<file path="config.mk">
export PLATFORM = sky130hd
export DESIGN_NAME = startup_delay_seq
export DESIGN_NICKNAME = d
export VERILOG_FILES = /design/src/rtl/sds_pkg.sv /design/src/rtl/sds_sync.sv /design/src/rtl/sds_timer.sv /design/src/rtl/sds_fsm.sv /design/src/rtl/startup_delay_seq.sv
export SDC_FILE = /design/constraint.sdc
export NUM_CORES = 1
export LEC_CHECK = 0
export ABC_AREA = 1
export BUFFER_PORTS_ARGS = -buffer_cell sky130_fd_sc_hd__buf_4
export CAP_MARGIN = 0
export CORE_MARGIN = 2
export CORE_UTILIZATION = 28
export CTS_CLUSTER_DIAMETER = 80
export CTS_CLUSTER_SIZE = 40
export DETAILED_ROUTE_END_ITERATION = 7
export HOLD_SLACK_MARGIN = 0.02
export MAX_ROUTING_LAYER = met4
export PLACE_DENSITY_LB_ADDON = 0.1
export SLEW_MARGIN = 20
export SYNTH_ARGS = -nofsm -noshare
export SYNTH_HDL_FRONTEND = slang
export SYNTH_SLANG_ARGS = --single-unit
</file>
<file path="constraint.sdc">
create_clock -name clk_i -period 3.1 [get_ports clk_i]
set_clock_uncertainty 0.15 [all_clocks]
set_input_delay 0.155 -clock clk_i [delete_from_list [all_inputs] [get_ports clk_i]]
set_output_delay 0.155 -clock clk_i [all_outputs]
set_load 0.05 [all_outputs]
</file>
<file path="src/rtl/sds_pkg.sv">
package sds_pkg;

   typedef enum logic [1:0] {
      ST_ARM        = 2'd0,
      ST_PWRUP_WAIT = 2'd1,
      ST_OSC_WAIT   = 2'd2,
      ST_RUN        = 2'd3
   } sds_state_e;

   typedef enum logic {
      CAUSE_FULL = 1'b0,
      CAUSE_WAKE = 1'b1
   } sds_cause_e;

endpackage

</file>
<file path="src/rtl/sds_sync.sv">
module sds_sync #(
   parameter int unsigned STAGES = 2
) (
   input  logic clk_i,
   input  logic rst_i,
   input  logic d_i,
   output logic q_o
);
   generate
      if (STAGES < 2) begin : g_bad_stages
         $error("sds_sync: STAGES must be at least 2");
      end
   endgenerate

   logic [STAGES-1:0] chain_q;

   generate
      for (genvar s = 0; s < STAGES; s++) begin : g_stage
         if (s == 0) begin : g_first
            always_ff @(posedge clk_i or posedge rst_i) begin
               if (rst_i) chain_q[s] <= 1'b0;
               else       chain_q[s] <= d_i;
            end
         end else begin : g_next
            always_ff @(posedge clk_i or posedge rst_i) begin
               if (rst_i) chain_q[s] <= 1'b0;
               else       chain_q[s] <= chain_q[s-1];
            end
         end
      end
   endgenerate

   assign q_o = chain_q[STAGES-1];
endmodule

</file>
<file path="src/rtl/sds_timer.sv">
module sds_timer #(
   parameter int unsigned LIMIT = 16
) (
   input  logic clk_i,
   input  logic rst_i,
   input  logic clr_i,
   input  logic step_i,
   output logic expire_o
);
   generate
      if (LIMIT < 1) begin : g_bad_limit
         $error("sds_timer: LIMIT must be at least 1");
      end

      if (LIMIT == 1) begin : g_single
         assign expire_o = step_i & ~clr_i;
      end else begin : g_count
         localparam int unsigned CNT_W = $clog2(LIMIT);
         localparam logic [CNT_W-1:0] LAST = CNT_W'(LIMIT - 1);

         logic [CNT_W-1:0] cnt_q;
         logic             at_last;

         assign at_last = (cnt_q == LAST);

         always_ff @(posedge clk_i or posedge rst_i) begin
            if (rst_i)       cnt_q <= '0;
            else if (clr_i)  cnt_q <= '0;
            else if (step_i) cnt_q <= at_last ? '0 : cnt_q + 1'b1;
         end

         assign expire_o = step_i & ~clr_i & at_last;
      end
   endgenerate
endmodule

</file>
<file path="src/rtl/sds_fsm.sv">
module sds_fsm
   import sds_pkg::*;
(
   input  logic       clk_i,
   input  logic       rst_i,
   input  logic       brownout_i,
   input  logic       wake_i,
   input  logic       osc_rc_i,
   input  logic       pwrup_en_i,
   input  logic       ext_ok_i,
   input  logic       pwrup_exp_i,
   input  logic       osc_exp_i,
   output sds_state_e state_o
);
   sds_state_e state_q, state_d;
   sds_cause_e cause_q, cause_d;
   logic       ext_prev_q;
   logic       ext_fall;

   // a fresh assertion of the external pin, seen after synchronisation
   assign ext_fall = ext_prev_q & ~ext_ok_i;

   always_comb begin
      state_d = state_q;
      cause_d = cause_q;
      case (state_q)
         ST_ARM: begin
            if (cause_q == CAUSE_FULL && pwrup_en_i) state_d = ST_PWRUP_WAIT;
            else if (osc_rc_i)                       state_d = ST_RUN;
            else                                     state_d = ST_OSC_WAIT;
         end
         ST_PWRUP_WAIT: begin
            if (pwrup_exp_i) state_d = osc_rc_i ? ST_RUN : ST_OSC_WAIT;
         end
         ST_OSC_WAIT: begin
            if (osc_exp_i) state_d = ST_RUN;
         end
         ST_RUN: begin
            if (wake_i && !osc_rc_i) begin
               state_d = ST_OSC_WAIT;
               cause_d = CAUSE_WAKE;
            end
         end
         default: state_d = ST_ARM;
      endcase

      // pin asserted mid-sequence: restart the current chain
      if (ext_fall && state_q != ST_RUN) state_d = ST_ARM;

      // brown-out dominates and always selects the full chain
      if (brownout_i) begin
         state_d = ST_ARM;
         cause_d = CAUSE_FULL;
      end
   end

   always_ff @(posedge clk_i or posedge rst_i) begin
      if (rst_i) begin
         state_q    <= ST_ARM;
         cause_q    <= CAUSE_FULL;
         ext_prev_q <= 1'b0;
      end else begin
         state_q    <= state_d;
         cause_q    <= cause_d;
         ext_prev_q <= ext_ok_i;
      end
   end

   assign state_o = state_q;
endmodule

</file>
<file path="src/rtl/startup_delay_seq.sv">
module startup_delay_seq
   import sds_pkg::*;
#(
   parameter int unsigned PWRUP_TICKS = 72,
   parameter int unsigned OSC_CYCLES  = 1024,
   parameter int unsigned SYNC_STAGES = 2
) (
   input  logic clk_i,
   input  logic por_i,
   input  logic brownout_i,
   input  logic wake_i,
   input  logic ext_rst_n_i,
   input  logic osc_rc_i,
   input  logic pwrup_tmr_en_i,
   input  logic lf_tick_i,
   output logic core_run_o
);
   sds_state_e seq_state;
   logic       ext_ok;
   logic       pwrup_step, pwrup_clr, pwrup_exp;
   logic       osc_step, osc_clr, osc_exp;

   sds_sync #(.STAGES(SYNC_STAGES)) u_pin_sync (
      .clk_i (clk_i),
      .rst_i (por_i),
      .d_i   (ext_rst_n_i),
      .q_o   (ext_ok)
   );

   assign pwrup_step = (seq_state == ST_PWRUP_WAIT) & lf_tick_i;
   assign pwrup_clr  = (seq_state != ST_PWRUP_WAIT);
   assign osc_step   = (seq_state == ST_OSC_WAIT);
   assign osc_clr    = (seq_state != ST_OSC_WAIT);

   sds_timer #(.LIMIT(PWRUP_TICKS)) u_pwrup_tmr (
      .clk_i    (clk_i),
      .rst_i    (por_i),
      .clr_i    (pwrup_clr),
      .step_i   (pwrup_step),
      .expire_o (pwrup_exp)
   );

   sds_timer #(.LIMIT(OSC_CYCLES)) u_osc_tmr (
      .clk_i    (clk_i),
      .rst_i    (por_i),
      .clr_i    (osc_clr),
      .step_i   (osc_step),
      .expire_o (osc_exp)
   );

   sds_fsm u_fsm (
      .clk_i       (clk_i),
      .rst_i       (por_i),
      .brownout_i  (brownout_i),
      .wake_i      (wake_i),
      .osc_rc_i    (osc_rc_i),
      .pwrup_en_i  (pwrup_tmr_en_i),
      .ext_ok_i    (ext_ok),
      .pwrup_exp_i (pwrup_exp),
      .osc_exp_i   (osc_exp),
      .state_o     (seq_state)
   );

   // pin gating is independent of the timers
   assign core_run_o = (seq_state == ST_RUN) & ext_ok;
endmodule

</file>
==> flow_metrics.py <==
metrics = {
    "outcome": {
        "status": "completed",
    },
    "global_route": {
        "grt_max_degree": 24,
        "overflow": 0,
        "grt_util_met3_pct": 3.90,
        "grt-busiest-layer": "met2",
        "grt_pass1_wl_um": 3810,
        "grt.met2_usage_pct": 17.3,
        "antenna_found_initial": 0,
        "grt_use_total_pct": 11.3,
        "grt_pass1_vias": 839,
        "gr-usage-met1_pct": 14.2,
    },
    "synthesis": {
        "ys_top_cells_by_count": "23 x dfrtp_1, 21 x inv_1, 20 x nand2_1, 15 x nor2_1",
        "synthMostInstantiatedCell": "dfrtp_1",
        "netlist.top_cell.by_area": "dfrtp_1",
        "ys_seq_area_share_pct": 49.0,
        "synth_enable_flop_cells": 0,
        "netlist_top_cells_area": "dfrtp_1 49%, inv_1 6.7%, nand2_1 6.4%, xor2_1 5.2%, nor2_1 4.8%",
        "synth-main-ff-cell": "dfrtp_1",
        "ys_types": 24,
        "syn-cell-area_um2": 1170,
        "synth_nets": 142,
        "synth_top_area_share_pct": 49.0,
        "synthCells": 132,
        "synthArstFlopShare_pct": 100,
        "synth.avg_cell_area_um2": 8.89,
        "synth_seq_cells": 23,
        "yosys_warnings": 0,
    },
    "floorplan": {
        "core_um2": 4030,
        "initial_core_util_pct": 29.1,
        "die_area_um2": 4730,
        "die_x_um": 68.7,
        "rows": 23,
        "io_pins": 9,
        "die_y_um": 68.7,
    },
    "power": {
        "p_per_area_nw_per_um2": 426,
        "internal_power_uw": 429,
        "peakVddDrop_uv": 226,
        "power.clock.fraction_pct": 31.6,
        "p_comb_share_pct": 13.3,
        "sw_frac_of_total_pct": 27.1,
        "leakage_nw": 0.654,
        "power_uw": 589,
        "switching_power_uw": 159,
        "p_seq_share_pct": 55.1,
    },
    "clock_network": {
        "cts_num_sinks": 23,
        "cts_buffers": 3,
        "cts_tree": "built",
        "clk_pin_slew_ps": 90,
        "htreeDepth": 1,
        "clockBufferDepth": 2,
        "cts_setup_buffers": 0,
        "clockRootBuffer": "clkbuf_8",
        "clock_latency_ps": 260,
    },
    "placed_design": {
        "io_buffers": 8,
        "gp_congestion": 0.741,
        "dp_hpwl_um": 1670,
        "place_area_um2": 1300,
    },
    "setup_path": {
        "cp_slowest_stage_delay_ps": 540,
        "startpoint": "u_fsm.state_o[0]$_DFFE_PP0P_",
        "arrival_ps": 1650,
        "path_class": "flip-flop to flip-flop",
        "reg2reg_to": "u_fsm.cause_q$_DFFE_PP0P_",
        "crit_chain": "nand2_2, inv_1, nand3_1, a21oi_1, dlygate4sd3_1",
        "worst_path_max_delay_cell": "dlygate4sd3_1",
        "crit_fanout": 5,
        "start_kind": "flip-flop",
        "cp-end-kind": "flip-flop",
        "r2r_start": "u_fsm.state_o[0]$_DFFE_PP0P_",
        "cp.required_ps": 3160,
        "ff2ff_path_depth": 5,
        "rrSetupSlack_ps": 1510,
    },
    "drt": {
        "via_count": 887,
        "first_pass_iters": 4,
        "wl_per_cell_um": 10.9,
        "drt_iter0_markers": 46,
        "via_per_inst": 4.48,
        "ant_nets": 0,
        "routed_wl_um": 2160,
        "drcViolationCount": 0,
    },
    "flow_run": {
        "cap_violations": 0,
    },
    "worst_hold_path": {
        "min_path_cells": 4,
        "hold_path_class": "input pin to flip-flop",
        "hp-start": "lf_tick_i",
        "holdPathEnd": "u_pwrup_tmr.g_count.cnt_q[5]$_DFFE_PP0P_",
    },
    "timing": {
        "max_slew_margin_pct": 40.9,
        "slew_violations": 0,
        "max_freq_mhz": 629,
        "fin_crit_sh_pct": 51.3,
        "rsz0062_at_grt": "false",
        "hold_violations": 0,
        "post-route-min-period_ps": 1590,
        "setup_viol": 0,
        "tightestPinTransition_ps": 885,
        "final.setup.tns_ps": 0,
    },
    "finish": {
        "postLayoutCoreUtil_pct": 34.3,
        "areaGrowthSynthToFinish_pct": 17.8,
        "drive_above_1_share_pct": 16.9,
        "final_cell_area_um2": 1380,
        "antennaDiodeCount": 0,
        "final_net_count": 159,
    },
}
worst max path at each step:
stage / to / slack (ps) / cells after the start
final: u_fsm.cause_q$_DFFE_PP0P_ / 1510 / 5
after global routing: u_fsm.state_o[0]$_DFFE_PP0P_ / 1330 / 8
after CTS: u_fsm.cause_q$_DFFE_PP0P_ / 1500 / 5
after detailed placement: u_fsm.state_o[0]$_DFFE_PP0P_ / 1590 / 8
after global placement: u_fsm.state_o[0]$_DFFE_PP0P_ / 1570 / 8
after floorplan: core_run_o / 1620 / 2
cell type report:
type                            instances  area [µm²]
Clock buffer                            3        41.3
Timing Repair Buffer                   12         100
Sequential cell                        23         576
Fill cell                             437        2650
Multi-Input combinational cell         88         519
Inverter                               21        78.8
Tap cell                               50        62.6
Clock inverter                          1        5.00
repair_timing:
action,in CTS,in global routing
hold buffers,4,0
resized for setup,0,0
hold endpoints to repair,25,0
cell families (layout without fill, tap and decap cells):
kind of cell               Yosys count  after routing  synth area share, %
and+or+nand+nor                     59             59                 26.5
DFF                                 23             23                 49.0
buffers and inverters               21             37                 6.72
AOI/OAI and AO/OA                   19             19                 9.60
xor gates and xnor gates             8              8                 5.97
adders and majority gates            2              2                 2.13
power groups by stage:
stage	clock network [mW]	registers [mW]	logic [mW]
after floorplan	0	0.327	0.0534
after global placement	0	0.330	0.0763
after detailed placement	0	0.330	0.0771
after CTS	0.194	0.324	0.0811
after global routing	0.208	0.327	0.0903
final	0.186	0.324	0.0786
worst max-delay path, delay by kind of cell (launching register included):
family	cells	cell delay (ps)
AOI/OAI and AO/OA	1	110
and+or+nand+nor	2	190
DFF	1	480
buffers and inverters	2	620
per-stage QoR:
stage	hold slack [ps]	setup slack (ps)	cells
after floorplan	6.92	1620	132
after global placement	116	1570	190
after detailed placement	119	1590	190
after CTS	29.2	1500	198
after global routing	30.1	1330	198
final	31.9	1510	198
metal layers:
metal,vias to the layer above,share of wire [%],routed length [µm]
met5,-,0,0
met3,2,2.4,51
met4,0,0.79,17
met1,427,46,999
met2,4,50,1090
li1,454,-,-
cells in the final DEF (no fill, tap or decap), drive strengths merged:
| cell type | netlist | routed |
|---|---|---|
| nand4 | 1 | 1 |
| clkinv | 0 | 1 |
| o21ai | 7 | 7 |
| clkbuf | 0 | 3 |
| o31ai | 1 | 1 |
| nand2 | 23 | 23 |
| dlygate4sd3 | 0 | 4 |
| xnor2 | 1 | 1 |
| o22ai | 2 | 2 |
| ha | 2 | 2 |
| o211ai | 1 | 1 |
| nor3 | 5 | 5 |
| a21oi | 6 | 6 |
| nand3 | 10 | 10 |
| a22o | 1 | 1 |
| dfrtp | 23 | 23 |
| nor2 | 20 | 20 |
| xor2 | 7 | 7 |
| buf | 0 | 8 |
| o21bai | 1 | 1 |
| inv | 21 | 21 |
registers in the layout, summed over array words and instances (netlist names):
name / flops
u_fsm.cause_q: 1
u_fsm.ext_prev_q: 1
u_fsm.state_o: 2
u_osc_tmr.g_count.cnt_q: 10
u_pin_sync.chain_q: 1
u_pin_sync.q_o: 1
u_pwrup_tmr.g_count.cnt_q: 7
(Power assumes the default switching activity.)
